## config.mk

```make
export PLATFORM = sky130hd
export DESIGN_NAME = rx_ring_writer
export DESIGN_NICKNAME = d
export VERILOG_FILES = /design/src/rtl/rxr_pkg.sv /design/src/rtl/rxr_ring_step.sv /design/src/rtl/rxr_status_fmt.sv /design/src/rtl/rx_ring_writer.sv
export SDC_FILE = /design/constraint.sdc
export NUM_CORES = 1
export LEC_CHECK = 0
export BUFFER_PORTS_ARGS = -buffer_cell sky130_fd_sc_hd__buf_4
export CORE_MARGIN = 2
export CORE_UTILIZATION = 35
export DETAILED_ROUTE_END_ITERATION = 10
export PLACE_DENSITY_LB_ADDON = 0.08
export SLEW_MARGIN = 20
export SYNTH_ARGS = -nofsm -noshare
export SYNTH_HDL_FRONTEND = slang
export SYNTH_HIERARCHICAL = 1
export SYNTH_SLANG_ARGS = --single-unit
```

## constraint.sdc

```tcl
create_clock -name clk -period 2.7 [get_ports clk]
set_input_delay 0.405 -clock clk [delete_from_list [all_inputs] [get_ports clk]]
set_output_delay 0.405 -clock clk [all_outputs]
set_load 0.01 [all_outputs]
```

## src/rtl/rxr_pkg.sv

```systemverilog
package rxr_pkg;
    localparam int OWN_BIT  = 0;
    localparam int WRAP_BIT = 1;
    localparam int LEN_W    = 14;

    typedef enum logic [2:0] {
        S_INIT,
        S_IDLE,
        S_FETCH,
        S_CHECK,
        S_DATA,
        S_WSTAT,
        S_WADDR,
        S_DROP
    } rxr_state_e;
endpackage

```

## src/rtl/rxr_ring_step.sv

```systemverilog
module rxr_ring_step #(
    parameter int DM_AW = 8
) (
    input  logic [DM_AW-1:0] cur,
    input  logic [DM_AW-1:0] base,
    input  logic             wrap,
    output logic [DM_AW-1:0] nxt
);
    always_comb begin
        nxt = wrap ? base : cur + DM_AW'(2);
    end
endmodule

```

## src/rtl/rxr_status_fmt.sv

```systemverilog
module rxr_status_fmt #(
    parameter int BUF_BYTES = 16
) (
    input  logic                      sof,
    input  logic                      eof,
    input  logic [rxr_pkg::LEN_W-1:0] flen,
    input  logic [31:0]               desc,
    output logic [31:0]               status,
    output logic [31:0]               own_word
);
    localparam logic [rxr_pkg::LEN_W-1:0] FULL_LEN = rxr_pkg::LEN_W'(BUF_BYTES);

    always_comb begin
        status   = {16'h0, eof, sof, (eof ? flen : FULL_LEN)};
        own_word = desc | 32'h1;
    end
endmodule

```

## src/rtl/rx_ring_writer.sv

```systemverilog
module rx_ring_writer #(
    parameter int DM_AW     = 8,
    parameter int BUF_BYTES = 16
) (
    input  logic             clk,
    input  logic             rst_n,
    input  logic [DM_AW-1:0] ring_base,
    input  logic             in_valid,
    input  logic [7:0]       in_data,
    input  logic             in_last,
    output logic             in_ready,
    output logic [DM_AW-1:0] dm_addr,
    output logic             dm_rd_en,
    input  logic [31:0]      dm_rdata,
    output logic             dm_wr_en,
    output logic [31:0]      dm_wdata,
    output logic             buf_we,
    output logic [31:0]      buf_addr,
    output logic [7:0]       buf_data,
    output logic             ovf_pulse
);
    import rxr_pkg::*;

    localparam int OFF_W = (BUF_BYTES > 1) ? $clog2(BUF_BYTES) : 1;
    localparam logic [OFF_W-1:0] OFF_LAST = OFF_W'(BUF_BYTES - 1);

    typedef struct packed {
        rxr_state_e       state;
        logic [DM_AW-1:0] ptr;
        logic [31:0]      desc;
        logic [OFF_W-1:0] off;
        logic [LEN_W-1:0] flen;
        logic             sof;
        logic             eof;
        logic             ovf;
    } regs_t;

    regs_t r_q, r_d;

    logic [DM_AW-1:0] next_ptr_d;
    logic [31:0]      status_d;
    logic [31:0]      own_word_d;

    rxr_ring_step #(.DM_AW(DM_AW)) u_step (
        .cur  (r_q.ptr),
        .base (ring_base),
        .wrap (r_q.desc[WRAP_BIT]),
        .nxt  (next_ptr_d)
    );

    rxr_status_fmt #(.BUF_BYTES(BUF_BYTES)) u_fmt (
        .sof      (r_q.sof),
        .eof      (r_q.eof),
        .flen     (r_q.flen),
        .desc     (r_q.desc),
        .status   (status_d),
        .own_word (own_word_d)
    );

    always_comb begin
        r_d      = r_q;
        r_d.ovf  = 1'b0;
        in_ready = 1'b0;
        dm_addr  = r_q.ptr;
        dm_rd_en = 1'b0;
        dm_wr_en = 1'b0;
        dm_wdata = '0;
        buf_we   = 1'b0;
        buf_addr = {r_q.desc[31:2], 2'b00} + 32'(r_q.off);
        buf_data = in_data;

        case (r_q.state)
            S_INIT: begin
                r_d.ptr   = ring_base;
                r_d.state = S_IDLE;
            end
            S_IDLE: begin
                if (in_valid) begin
                    r_d.sof   = 1'b1;
                    r_d.flen  = '0;
                    r_d.state = S_FETCH;
                end
            end
            S_FETCH: begin
                dm_rd_en  = 1'b1;
                r_d.state = S_CHECK;
            end
            S_CHECK: begin
                r_d.desc = dm_rdata;
                r_d.off  = '0;
                if (dm_rdata[OWN_BIT]) begin
                    r_d.ovf   = 1'b1;
                    r_d.state = S_DROP;
                end else begin
                    r_d.state = S_DATA;
                end
            end
            S_DATA: begin
                in_ready = 1'b1;
                if (in_valid) begin
                    buf_we   = 1'b1;
                    r_d.off  = r_q.off + OFF_W'(1);
                    r_d.flen = r_q.flen + LEN_W'(1);
                    if (in_last) begin
                        r_d.eof   = 1'b1;
                        r_d.state = S_WSTAT;
                    end else if (r_q.off == OFF_LAST) begin
                        r_d.eof   = 1'b0;
                        r_d.state = S_WSTAT;
                    end
                end
            end
            S_WSTAT: begin
                dm_wr_en  = 1'b1;
                dm_addr   = r_q.ptr + DM_AW'(1);
                dm_wdata  = status_d;
                r_d.state = S_WADDR;
            end
            S_WADDR: begin
                dm_wr_en  = 1'b1;
                dm_wdata  = own_word_d;
                r_d.ptr   = next_ptr_d;
                r_d.sof   = 1'b0;
                r_d.state = r_q.eof ? S_IDLE : S_FETCH;
            end
            S_DROP: begin
                in_ready = 1'b1;
                if (in_valid && in_last) begin
                    r_d.state = S_IDLE;
                end
            end
            default: r_d.state = S_IDLE;
        endcase
    end

    assign ovf_pulse = r_q.ovf;

    always_ff @(posedge clk) begin
        if (!rst_n) begin
            r_q <= '0;
        end else begin
            r_q <= r_d;
        end
    end
endmodule

```

After elaboration in Yosys (flattened, before gate mapping)
Cells that the tools add are included.

operators by class
  eq/ne operators = 12
  add/sub/neg operators = 5
  reduce and logical (&&, ||, !) cells = 15
  multiplexer cells = 26

operators with widths
  operator                                        count
  one-hot mux 32 bit (2 select lines)             1
  adder 32 x 4 -> 32 bit                          1
  one-hot mux 14 bit (2 select lines)             1
  one-hot mux 3 bit (8 select lines)              1
  two-way mux 18 bit                              1
  two-way mux 8 bit                               2
  one-hot mux 8 bit (2 select lines)              1
  two-way mux 15 bit                              1
  two-way mux 3 bit                               5
  adder 14 x 1 -> 14 bit (second input constant)  1
  two-way mux 14 bit                              1
  == test 3 bit (second input constant)           4
  nonzero test 2 bit                              5
  adder 8 x 1 -> 8 bit (second input constant)    1
  adder 8 x 2 -> 8 bit (second input constant)    1
  two-way mux 1 bit                               8
  one-hot mux 4 bit (2 select lines)              1
  == test 3 x 2 -> 1 bit (second input constant)  2
  != test 2 bit (second input constant)           3
  AND reduction 2 bit                             3
  AND reduction 3 bit                             2
  adder 4 x 1 -> 4 bit (second input constant)    1
  == test 4 bit (second input constant)           1
  two-way mux 2 bit                               2
  7 further kinds                                 8

word-level totals
  register bits = 64
  bits of input ports = 52

Longest topological paths before layout
  word-level depth = 5
  depth in mapped cells = 7
  depth with buffers taken out = 7

Modules after synthesis
Netlist, hierarchy kept.

by module, submodules not included
  module          cells each  area each (sq um)  times used
  rx_ring_writer  467         3932.5             1
  rxr_status_fmt  67          493.0              1
  rxr_ring_step   28          170.2              1

Least setup slack after synthesis
Ideal clock, no wire load.

  path type = reg2out
  start = register r_q[19] (netlist bit)
  end = output buf_addr[16]
  buffers on the path = 0
  setup slack = 0.557 ns
  arrival time = 1.738 ns
  cell stages (with the launch flop) = 7
  path through = dfxtp_1 -> ha_1 -> fa_1 -> nand4_1 -> nor3_1 -> nand4_1 -> xnor2_1

on the way
  longest elaborated chain between the ends = 1

RTL lines
  item                    line                   text
  start, declared         rx_ring_writer.sv:38   regs_t r_q, r_d;
  start signal, assigned  rx_ring_writer.sv:142  r_q <= r_d;
  adder 32 x 4 -> 32 bit  rx_ring_writer.sv:69   buf_addr = {r_q.desc[31:2], 2'b00} + 32'(r_q.off);
  end, declared           rx_ring_writer.sv:18   output logic [31:0] buf_addr,

No other way between the ends.

Worst setup path in the final report
  start = register r_q[19] (netlist bit)
  end = output buf_addr[20]

Same word-level chain as after synthesis.

==> results_dict.tcl <==
set metrics [dict create \
    drt_pass1_iterations 4 \
    antenna_found_initial 0 \
    drv_cap 0 \
    hold_violations 0 \
    grt_pass1_vias 3947 \
    r2r-start "r_q[62]" \
    required_ns 2.30 \
    wl_um 12200 \
    stdcell_area_um2 5580 \
    p_per_area_nw_per_um2 526 \
    layout.nets 685 \
    worst_pin_slew_ns 0.509 \
    finalSetupTns_ns 0 \
    p_leak_nw 2.38 \
    syn2layout_area_growth_pct 22.3 \
    crit_fanout 6 \
    rsz0062_at_grt "no" \
    skew_ns 0.00445 \
    clock_sinks 63 \
    drtIter0Drc 224 \
    cpPeakStageDelay_ns 0.39 \
    coreArea_um2 12700 \
    grt_pass1_wl_um 19900 \
    n_antenna_cell 0 \
    holdBufCountCts 0 \
    viasPerCell 4.96 \
    startpoint "r_q[19]" \
    drv_slew 0 \
    critPathTopFamily "simple AND/OR/NAND/NOR gates" \
    worst_path_max_delay_cell "fa_2" \
    crit_path_end_kind "output port" \
    cp_cell_sequence "ha_4 -> fa_2 -> and4_4 -> and4bb_2 -> nand4_1 -> xnor2_1 -> buf_4" \
    gr-total-overflow 0 \
    clk_pin_slew_ns 0.05 \
    start_kind "flop" \
    fillers 1289 \
    avgSynthCellArea_um2 8.17 \
    cts_made_buffers 9 \
    r2r_cells 5 \
    drive_gt1_frac 0.284 \
    slew_headroom 0.661 \
    path_class "flop to output port" \
    routedWlPerCell_um 15.2 \
    use_met3 0.0598 \
    dp.cells 786 \
    die-area_um2 14000 \
    routabilityCongestion 0.763 \
    cp.buffers_inverters 1 \
    vias 3983 \
    final_cells 803 \
    grt_use_total 0.175 \
    fin_crit_ns 2.54 \
    start_util 0.360 \
    fin_total_pwr_mw 2.93 \
    multi_input_area_um2 2730 \
    insertion_delay_ns 0.34 \
    synth_area_um2 4560 \
    io-pin-count 137 \
    chipWidth_um 118 \
    regArea_um2 1260 \
    ant_nets 0 \
    root_buffer "clkbuf_16" \
    io_buffers 120 \
    cp_data_arrival_time_ns 2.13 \
    cts_tree "built" \
    setup_viol 0 \
    place_hpwl_um 8850 \
    min_path_type "input port to flop" \
    rrSetupSlack_ns 0.94 \
    fp-row-count 41 \
    synth_cells 558 \
    status "complete, no violations" \
    cp.depth 7 \
    drc_errors 0 \
    h-tree-depth 3 \
    crit_path_end "buf_addr[20]" \
    ys_warn_count 6 \
    grtUsageMet2 0.299 \
    worstReg2RegEnd "r_q[16]" \
    min_period_over_period 0.940 \
    clock_path_buffers 2 \
    chipHeight_um 118 \
    max-vdd-ir-drop_uv 385 \
    grt_max_degree 53 \
    met1_usage 0.211 \
    placed_area_um2 5240 \
    busiest_layer "met2" \
    clock.fmax_ghz 0.394 \
]
[where the power goes]
group / leakage (nW) / internal [mW] / switching, mW
Combinational: 1.71 / 0.298 / 0.301
Sequential: 0.512 / 0.991 / 0.104
Clock: 0.155 / 0.800 / 0.437
Total: 2.38 / 2.09 / 0.842
[stage by stage]
step | hold slack (ns) | util | setup slack [ns]
finish | 0.323 | 0.440 | 0.162
global route | 0.313 | 0.440 | 0.0260
detailed placement | 0.477 | 0.413 | 0.302
global placement | 0.465 | 0.413 | 0.363
floorplan | 0.447 | - | 0.557
CTS | 0.312 | 0.438 | 0.0330
[area by class of cell]
| class | instances | area share |
|---|---|---|
| Multi-Input combinational cell | 410 | 0.490 |
| Sequential cell | 63 | 0.227 |
| Timing Repair Buffer | 135 | 0.184 |
| Clock buffer | 9 | 0.0404 |
| Tap cell | 172 | 0.0386 |
| Clock inverter | 7 | 0.0157 |
| Inverter | 7 | 0.00471 |
[cells in the final DEF (no fill, tap or decap), types with 12 or more instances in the layout]
| cell | n |
|---|---|
| nor2_1 | 16 |
| a21boi_0 | 36 |
| conb_1 | 17 |
| xor2_1 | 12 |
| nand2_1 | 93 |
| a21oi_1 | 12 |
| xnor2_1 | 34 |
| nand3_1 | 17 |
| a22o_1 | 32 |
| buf_4 | 134 |
| dfxtp_1 | 62 |
| o21ai_0 | 16 |
| nand4_1 | 17 |
[worst reg2reg max path: cells and delay by family (launching register included)]
family          cells  cell delay (ns)
flops               1             0.37
simple gates        3             0.97
compound gates      1             0.15
buf+inv             1             0.20
[repair_timing]
action	4_1_cts	5_1_grt
buffers inserted	0	1
endpoints found under the setup margin	3	4
pin swaps	0	2
gates resized for setup	2	4
[sequential cells by signal (all words and copies together) (netlist names)]
name	count
r_q	62
ovf_pulse	1
[per-layer routing]
layer  up-vias  wire length, um
li1       2006                -
met1      1863             5510
met2       102             5840
met3        12              734
met4         0              157
met5         -                0
[worst min path at each step]
| stage | start | endpoint | slack [ns] | cells after the start |
|---|---|---|---|---|
| final | dm_rdata[0] | ovf_pulse | 0.32 | 2 |
| after floorplan | r_q[16] | r_q[16] | 0.45 | 2 |
| after global placement | r_q[16] | r_q[16] | 0.47 | 2 |
| after CTS | dm_rdata[18] | r_q[39] | 0.31 | 3 |
| after global routing | dm_rdata[3] | r_q[24] | 0.31 | 3 |
| after detailed placement | r_q[16] | r_q[16] | 0.48 | 2 |
No activity file was read; power rests on OpenSTA's default activity.
